$ cat config.mk
export PLATFORM = sky130hd
export DESIGN_NAME = rxhold_stage
export DESIGN_NICKNAME = d
export VERILOG_FILES = /design/src/rtl/rxhold_pkg.sv /design/src/rtl/rxhold_shift.sv /design/src/rtl/rxhold_buf.sv /design/src/rtl/rxhold_stage.sv
export SDC_FILE = /design/constraint.sdc
export NUM_CORES = 1
export LEC_CHECK = 0
export ABC_CLOCK_PERIOD_IN_PS = 2800
export BUFFER_PORTS_ARGS = -buffer_cell sky130_fd_sc_hd__buf_2
export CAP_MARGIN = 25
export CORE_MARGIN = 3
export CORE_UTILIZATION = 50
export DETAILED_ROUTE_END_ITERATION = 6
export PLACE_DENSITY = 0.76
export SKIP_CTS_REPAIR_TIMING = 1
export SLEW_MARGIN = 20
export SYNTH_ARGS = -nofsm -noshare
export SYNTH_HDL_FRONTEND = slang
export SYNTH_SLANG_ARGS = --single-unit
$ cat constraint.sdc
create_clock -name clk -period 2.8 [get_ports clk]
set_input_delay 0.14 -clock clk [delete_from_list [all_inputs] [get_ports clk]]
set_output_delay 0.14 -clock clk [all_outputs]
set_load 0.02 [all_outputs]
$ cat src/rtl/rxhold_pkg.sv
package rxhold_pkg;
  localparam int DATA_W = 8;
  localparam int WORD_W = DATA_W + 1;
  localparam int CNT_W  = $clog2(WORD_W + 1);

  typedef enum logic [1:0] {
    FRM_7  = 2'd0,
    FRM_8  = 2'd1,
    FRM_8P = 2'd2,
    FRM_9  = 2'd3
  } frame_e;

  // number of sampled bits in one character
  function automatic logic [CNT_W-1:0] frame_bits(frame_e m);
    case (m)
      FRM_7:   frame_bits = CNT_W'(DATA_W - 1);
      FRM_8:   frame_bits = CNT_W'(DATA_W);
      default: frame_bits = CNT_W'(WORD_W);
    endcase
  endfunction

  function automatic logic [WORD_W-1:0] place_bit(logic [WORD_W-1:0] w,
                                                  logic [CNT_W-1:0] idx,
                                                  logic b);
    logic [WORD_W-1:0] r;
    r = w;
    r[idx] = b;
    return r;
  endfunction

  function automatic logic [DATA_W-1:0] data_of(logic [WORD_W-1:0] w, frame_e m);
    if (m == FRM_7) return {1'b0, w[DATA_W-2:0]};
    return w[DATA_W-1:0];
  endfunction

  function automatic logic extra_of(logic [WORD_W-1:0] w, frame_e m);
    return (m == FRM_8P || m == FRM_9) ? w[DATA_W] : 1'b0;
  endfunction

  function automatic logic wake_drop(frame_e m, logic wake, logic extra);
    return (m == FRM_9) && wake && !extra;
  endfunction
endpackage

$ cat src/rtl/rxhold_shift.sv
module rxhold_shift
  import rxhold_pkg::*;
(
  input  logic              clk,
  input  logic              rst_n,
  input  logic              bit_vld,
  input  logic              bit_val,
  input  frame_e            mode,
  output logic              char_done,
  output logic [WORD_W-1:0] word
);
  logic [CNT_W-1:0]  cnt;
  logic [CNT_W-1:0]  cnt_nx;
  logic [WORD_W-1:0] sh;

  assign cnt_nx    = cnt + 1'b1;
  assign word      = place_bit(sh, cnt, bit_val);
  assign char_done = bit_vld && (cnt_nx == frame_bits(mode));

  always_ff @(posedge clk) begin
    if (!rst_n) begin
      cnt <= '0;
      sh  <= '0;
    end else if (bit_vld) begin
      if (char_done) begin
        cnt <= '0;
        sh  <= '0;
      end else begin
        cnt <= cnt_nx;
        sh  <= word;
      end
    end
  end
endmodule

$ cat src/rtl/rxhold_buf.sv
module rxhold_buf
  import rxhold_pkg::*;
(
  input  logic              clk,
  input  logic              rst_n,
  input  logic              char_done,
  input  logic [WORD_W-1:0] word,
  input  frame_e            mode,
  input  logic              wake_en,
  input  logic              rd_stb,
  input  logic              ovr_clr,
  output logic [DATA_W-1:0] hold_data,
  output logic              hold_extra,
  output logic              rx_irq,
  output logic              ovr_flag,
  output logic              xfer,
  output logic              ovr_evt
);
  logic full;
  logic full_eff;
  logic accept;
  logic new_extra;

  assign new_extra = extra_of(word, mode);
  assign full_eff  = full && !rd_stb;
  assign accept    = char_done && !wake_drop(mode, wake_en, new_extra);
  assign xfer      = accept && !full_eff;
  assign ovr_evt   = accept && full_eff;

  always_ff @(posedge clk) begin
    if (!rst_n) begin
      hold_data  <= '0;
      hold_extra <= 1'b0;
      full       <= 1'b0;
      rx_irq     <= 1'b0;
      ovr_flag   <= 1'b0;
    end else begin
      rx_irq   <= xfer;
      full     <= xfer || full_eff;
      ovr_flag <= ovr_evt || (ovr_flag && !ovr_clr);
      if (xfer) begin
        hold_data  <= data_of(word, mode);
        hold_extra <= new_extra;
      end
    end
  end
endmodule

$ cat src/rtl/rxhold_stage.sv
module rxhold_stage
  import rxhold_pkg::*;
(
  input  logic              clk,
  input  logic              rst_n,
  input  logic              bit_vld,
  input  logic              bit_val,
  input  logic [1:0]        mode_sel,
  input  logic              wake_en,
  input  logic              rd_stb,
  input  logic              ovr_clr,
  output logic [DATA_W-1:0] hold_data,
  output logic              hold_extra,
  output logic              rx_irq,
  output logic              ovr_flag
);
  frame_e            mode;
  logic              char_done;
  logic [WORD_W-1:0] word;
  logic              xfer;
  logic              ovr_evt;

  assign mode = frame_e'(mode_sel);

  rxhold_shift u_shift (
    .clk       (clk),
    .rst_n     (rst_n),
    .bit_vld   (bit_vld),
    .bit_val   (bit_val),
    .mode      (mode),
    .char_done (char_done),
    .word      (word)
  );

  rxhold_buf u_buf (
    .clk        (clk),
    .rst_n      (rst_n),
    .char_done  (char_done),
    .word       (word),
    .mode       (mode),
    .wake_en    (wake_en),
    .rd_stb     (rd_stb),
    .ovr_clr    (ovr_clr),
    .hold_data  (hold_data),
    .hold_extra (hold_extra),
    .rx_irq     (rx_irq),
    .ovr_flag   (ovr_flag),
    .xfer       (xfer),
    .ovr_evt    (ovr_evt)
  );
endmodule

==> results.md <==
Detailed routing:
- The number of iterations in the first detailed-routing pass is 4.
- The routed design has 2920 um of wire.
- The first routing iteration left 33 violations.
- Dividing the detail-routed via count by the number of cells gives between 5 and 6.
- In the final routed layout, each cell accounts on average for 15.0 um.
- For this run, design rule violations remaining after detail routing come to 0.
- Summing over every cut layer, the via total after detailed routing is 1169.
- The count of nets left with antenna violations after detail routing is 0.

Worst setup path:
- Counting buffers and inverters, the worst setup path is 7 cells deep.
- The signal on the critical path passes through inv_1 -> ha_1 -> nor4b_1 -> o31ai_1 -> nor3_1 -> nand2_2 -> mux2i_1.
- The slowest stage of the critical path is the dfxtp_1 cell.
- The required time at the endpoint of the critical path is 3.07 ns.
- The delay of the slowest cell on the worst path is 0.54 ns.
- The worst setup path is launched from a flop.
- The critical path buffer and inverter count is 1.
- Data arrives at the worst endpoint at approximately 2.5 ns.
- The path depth of the worst reg2reg path is 7.
- Broken down by cell family, the worst path's largest delay share belongs to flip-flops.
- STA classifies the critical path endpoint as a flop.
- The critical setup path kind is flop to flop.
- In this run the worst path has a maximum fanout of 11.

STA:
- Measured against its own limit, the worst slew margin works out to 61.3%.
- Setup repair after global routing left no endpoint under its margin.
- The top achievable clock speed is 449 MHz.
- The transition time at the pin with the least slew margin is roughly 0.58 ns.
- The post-route fraction of the period consumed by the critical path is 79.5%.
- The final number of max-transition violations was 0.
- The hold violation count in the final report is 0.
- The maximum clock skew at final layout is 0.00390 ns.
- Setup violations remaining at the end of the flow were counted as 0.
- The shortest period the worst path allows is roughly 2.2 ns.
- Adding up every negative setup slack in the final design gives 0 ns.

Floorplanning:
- The chip width is 59.1 um.
- In this run the vertical extent of the chip is 59.1 um.
- The die covers 3490 um2.
- The initial utilization of the core area, before any placement, comes to between 50% and 60%.
- The area of the core is approximately 2600 um2.
- During I/O placement, the number of pins put on the boundary was 20.
- After floorplanning, the core was divided into 18 placement rows.

Place:
- The HPWL after detailed placement is 2010 um.
- The port buffer count is 19.
- The congestion estimate from routability-driven global placement came to around 0.86.

Yosys:
- The proportion of synthesized flip-flops having asynchronous set or reset is 0%.
- The number of nets in the synthesized netlist is 169.
- In this run, synthesis produced a sequential element count of 25.
- The biggest area contributor in the post-synthesis netlist is dfxtp_1.
- The Yosys step of the flow raised 0 warnings.
- The number of flops mapped to enable cells by yosys is 0.
- The distinct cell type count after synthesis is 40.
- The most common flop cell mapped by yosys is dfxtp_1.
- The top cell type by area accounts for 35.5% of the synthesized area.
- The post-synthesis area per instance is 9.04 um2.
- After synthesis the cells add up to 1410 um2.
- In the post-synthesis netlist, the biggest area contributors are dfxtp_1 (35%), nand2_1 (7.7%), mux2_2 (7.2%), mux2i_1 (6.4%), a32o_1 (5.7%).
- After technology mapping, the gate count stands at around 160.
- The post-synthesis sequential area ratio is about 35%.

GRT:
- The initial antenna violation count is 0.
- The pin count of the biggest net entering global routing is 37.
- The global router's overall resource usage is 18.8%.
- The first global-routing pass estimated 4990 um of wire.
- Global routing finished with a remaining overflow of 0.
- The via count of the first global-routing pass is 1131.

Layout:
- The most common cell after layout, fill and taps aside is nand2_1.
- The share of layout cells above drive strength 1 is 23.0%.
- 0 antenna diodes ended up in the layout.
- The library cells used most frequently in the layout, excluding fill and tap cells, are nand2_1 (29), dfxtp_1 (25), buf_2 (19).
- In the final design database the tool counted 179 nets.
- From synthesis to final layout, the design area changed by 6.48%.

Power:
- The share of power burned in combinational logic is 11.4%.
- The clock power share is between 20% and 30%.
- The internal power summed over all cells is 0.000443 W.
- The net switching share of the total power is between 20% and 30%.
- The reported leakage power is 0.686 nW.
- In this run the power spent charging and discharging nets is 0.000161 W.
- For this design the ratio of total power to cell area is 402 nW/um2.
- The maximum ir drop on the vdd rail is 0.268 mV.
- After layout, the design draws a total of 0.000603 W.
- Of the total power, registers draw 60.9%.

Clocking:
- The clock-pin slew on the worst setup and hold paths is 0.14 ns.
- In this run the deepest clock path goes through 2 buffers.
- The CTS tree is done.
- The number of clock buffers added by TritonCTS is 3.
- The count of clock tree sinks is 25.
- The clock insertion delay at the later pin of the skew report is 0.33 ns.
- The maximum level of the CTS H-tree is 1.
- The clock root buffer is clkbuf_4.

Hold path:
- The path class of the tightest hold or removal check is input port to flop.
- The number of cells on the worst hold path is 3.

Flow run:
- The max-capacitance violation count is 0.

Outcome:
- The flow ran to the end, and the final reports show no timing, DRC or antenna violations.
[kinds of logic after synthesis]
group                      after synthesis  synth area share [%]
DFF                                     25                  35.5
buffers and inverters                   16                  5.41
xor gates and xnor gates                 2                  1.24
and+or+nand+nor                         69                  26.6
muxes                                   18                  13.6
AOI/OAI and AO/OA                       22                  14.1
adders and majority gates                4                  3.55
[area by class of cell]
type                       count  area, um2
clock buffer                   3       22.5
fill                         256       1070
clock inverter                 1       5.00
tap                           30       37.5
sequential                    25        500
inverter                       2       7.51
multi-input combinational    115        833
timing repair buffer          19       95.1
[power by group through the flow]
| stage | clock (W) | sequential [W] | combinational, W |
|---|---|---|---|
| final | 0.000167 | 0.000368 | 0.0000688 |
| after global routing | 0.000187 | 0.000369 | 0.0000774 |
| after CTS | 0.000171 | 0.000367 | 0.0000688 |
| after detailed placement | 0 | 0.000375 | 0.0000681 |
| after global placement | 0 | 0.000374 | 0.0000659 |
| after floorplan | 0 | 0.000371 | 0.0000557 |
[state kept, by name, indices dropped and copies added, names as in the netlist]
register / cells
u_shift.sh: 9
u_buf.hold_extra: 1
u_buf.hold_data: 8
u_buf.full: 1
u_shift.cnt: 4
u_buf.rx_irq: 1
u_buf.ovr_flag: 1
[synthesized netlist by cell type, drive strengths merged (2+ instances only)]
| master | instances |
|---|---|
| nand2 | 30 |
| dfxtp | 25 |
| o31ai | 2 |
| ha | 4 |
| xnor2 | 2 |
| nand3 | 5 |
| nand3b | 2 |
| clkbuf | 10 |
| a21oi | 2 |
| a32o | 8 |
| nor2 | 3 |
| and3 | 6 |
| buf | 4 |
| mux2 | 9 |
| mux2i | 9 |
| nor3 | 2 |
| nor4b | 2 |
| nor2b | 11 |
| inv | 2 |
| o21ai | 3 |
[worst register-to-register path, cell delays in order (launching register included)]
cell and delay, ns:
dfxtp_1 0.54, inv_1 0.15, ha_1 0.36, nor4b_1 0.16, o31ai_1 0.36, nor3_1 0.12
nand2_2 0.25, mux2i_1 0.22
[metal layers]
metal	part of all wire, %	vias up	track usage [%]
met5	0	-	0
met4	2.1	0	10.0
met1	45	566	23.4
li1	-	568	-
met2	48	28	30.8
met3	4.3	7	3.49
[per-stage QoR]
step | cell area [um2] | util, % | instances | setup WS, ns | hold WS [ns]
floorplan | 1410 | - | 156 | 0.733 | 0.355
global placement | 1470 | 57.4 | 191 | 0.689 | 0.442
detailed placement | 1470 | 57.4 | 191 | 0.592 | 0.450
CTS | 1500 | 58.5 | 195 | 0.563 | 0.123
global route | 1500 | 58.5 | 195 | 0.255 | 0.122
finish | 1500 | 58.5 | 195 | 0.573 | 0.122
[final timing paths]
kind	slack, ns	startpoint	endpoint
worst min register to register	0.47	u_buf.hold_data[7]$_SDFFE_PN0P_	u_buf.hold_data[7]$_SDFFE_PN0P_
worst max-delay path	0.57	u_shift.cnt[0]$_SDFFE_PN0P_	u_buf.hold_data[4]$_SDFFE_PN0P_
worst min-delay path	0.12	rd_stb	u_buf.rx_irq$_SDFF_PN0_
worst max register to register	0.57	u_shift.cnt[0]$_SDFFE_PN0P_	u_buf.hold_data[4]$_SDFFE_PN0P_
Note: power is estimated with default switching activity, not from simulation.
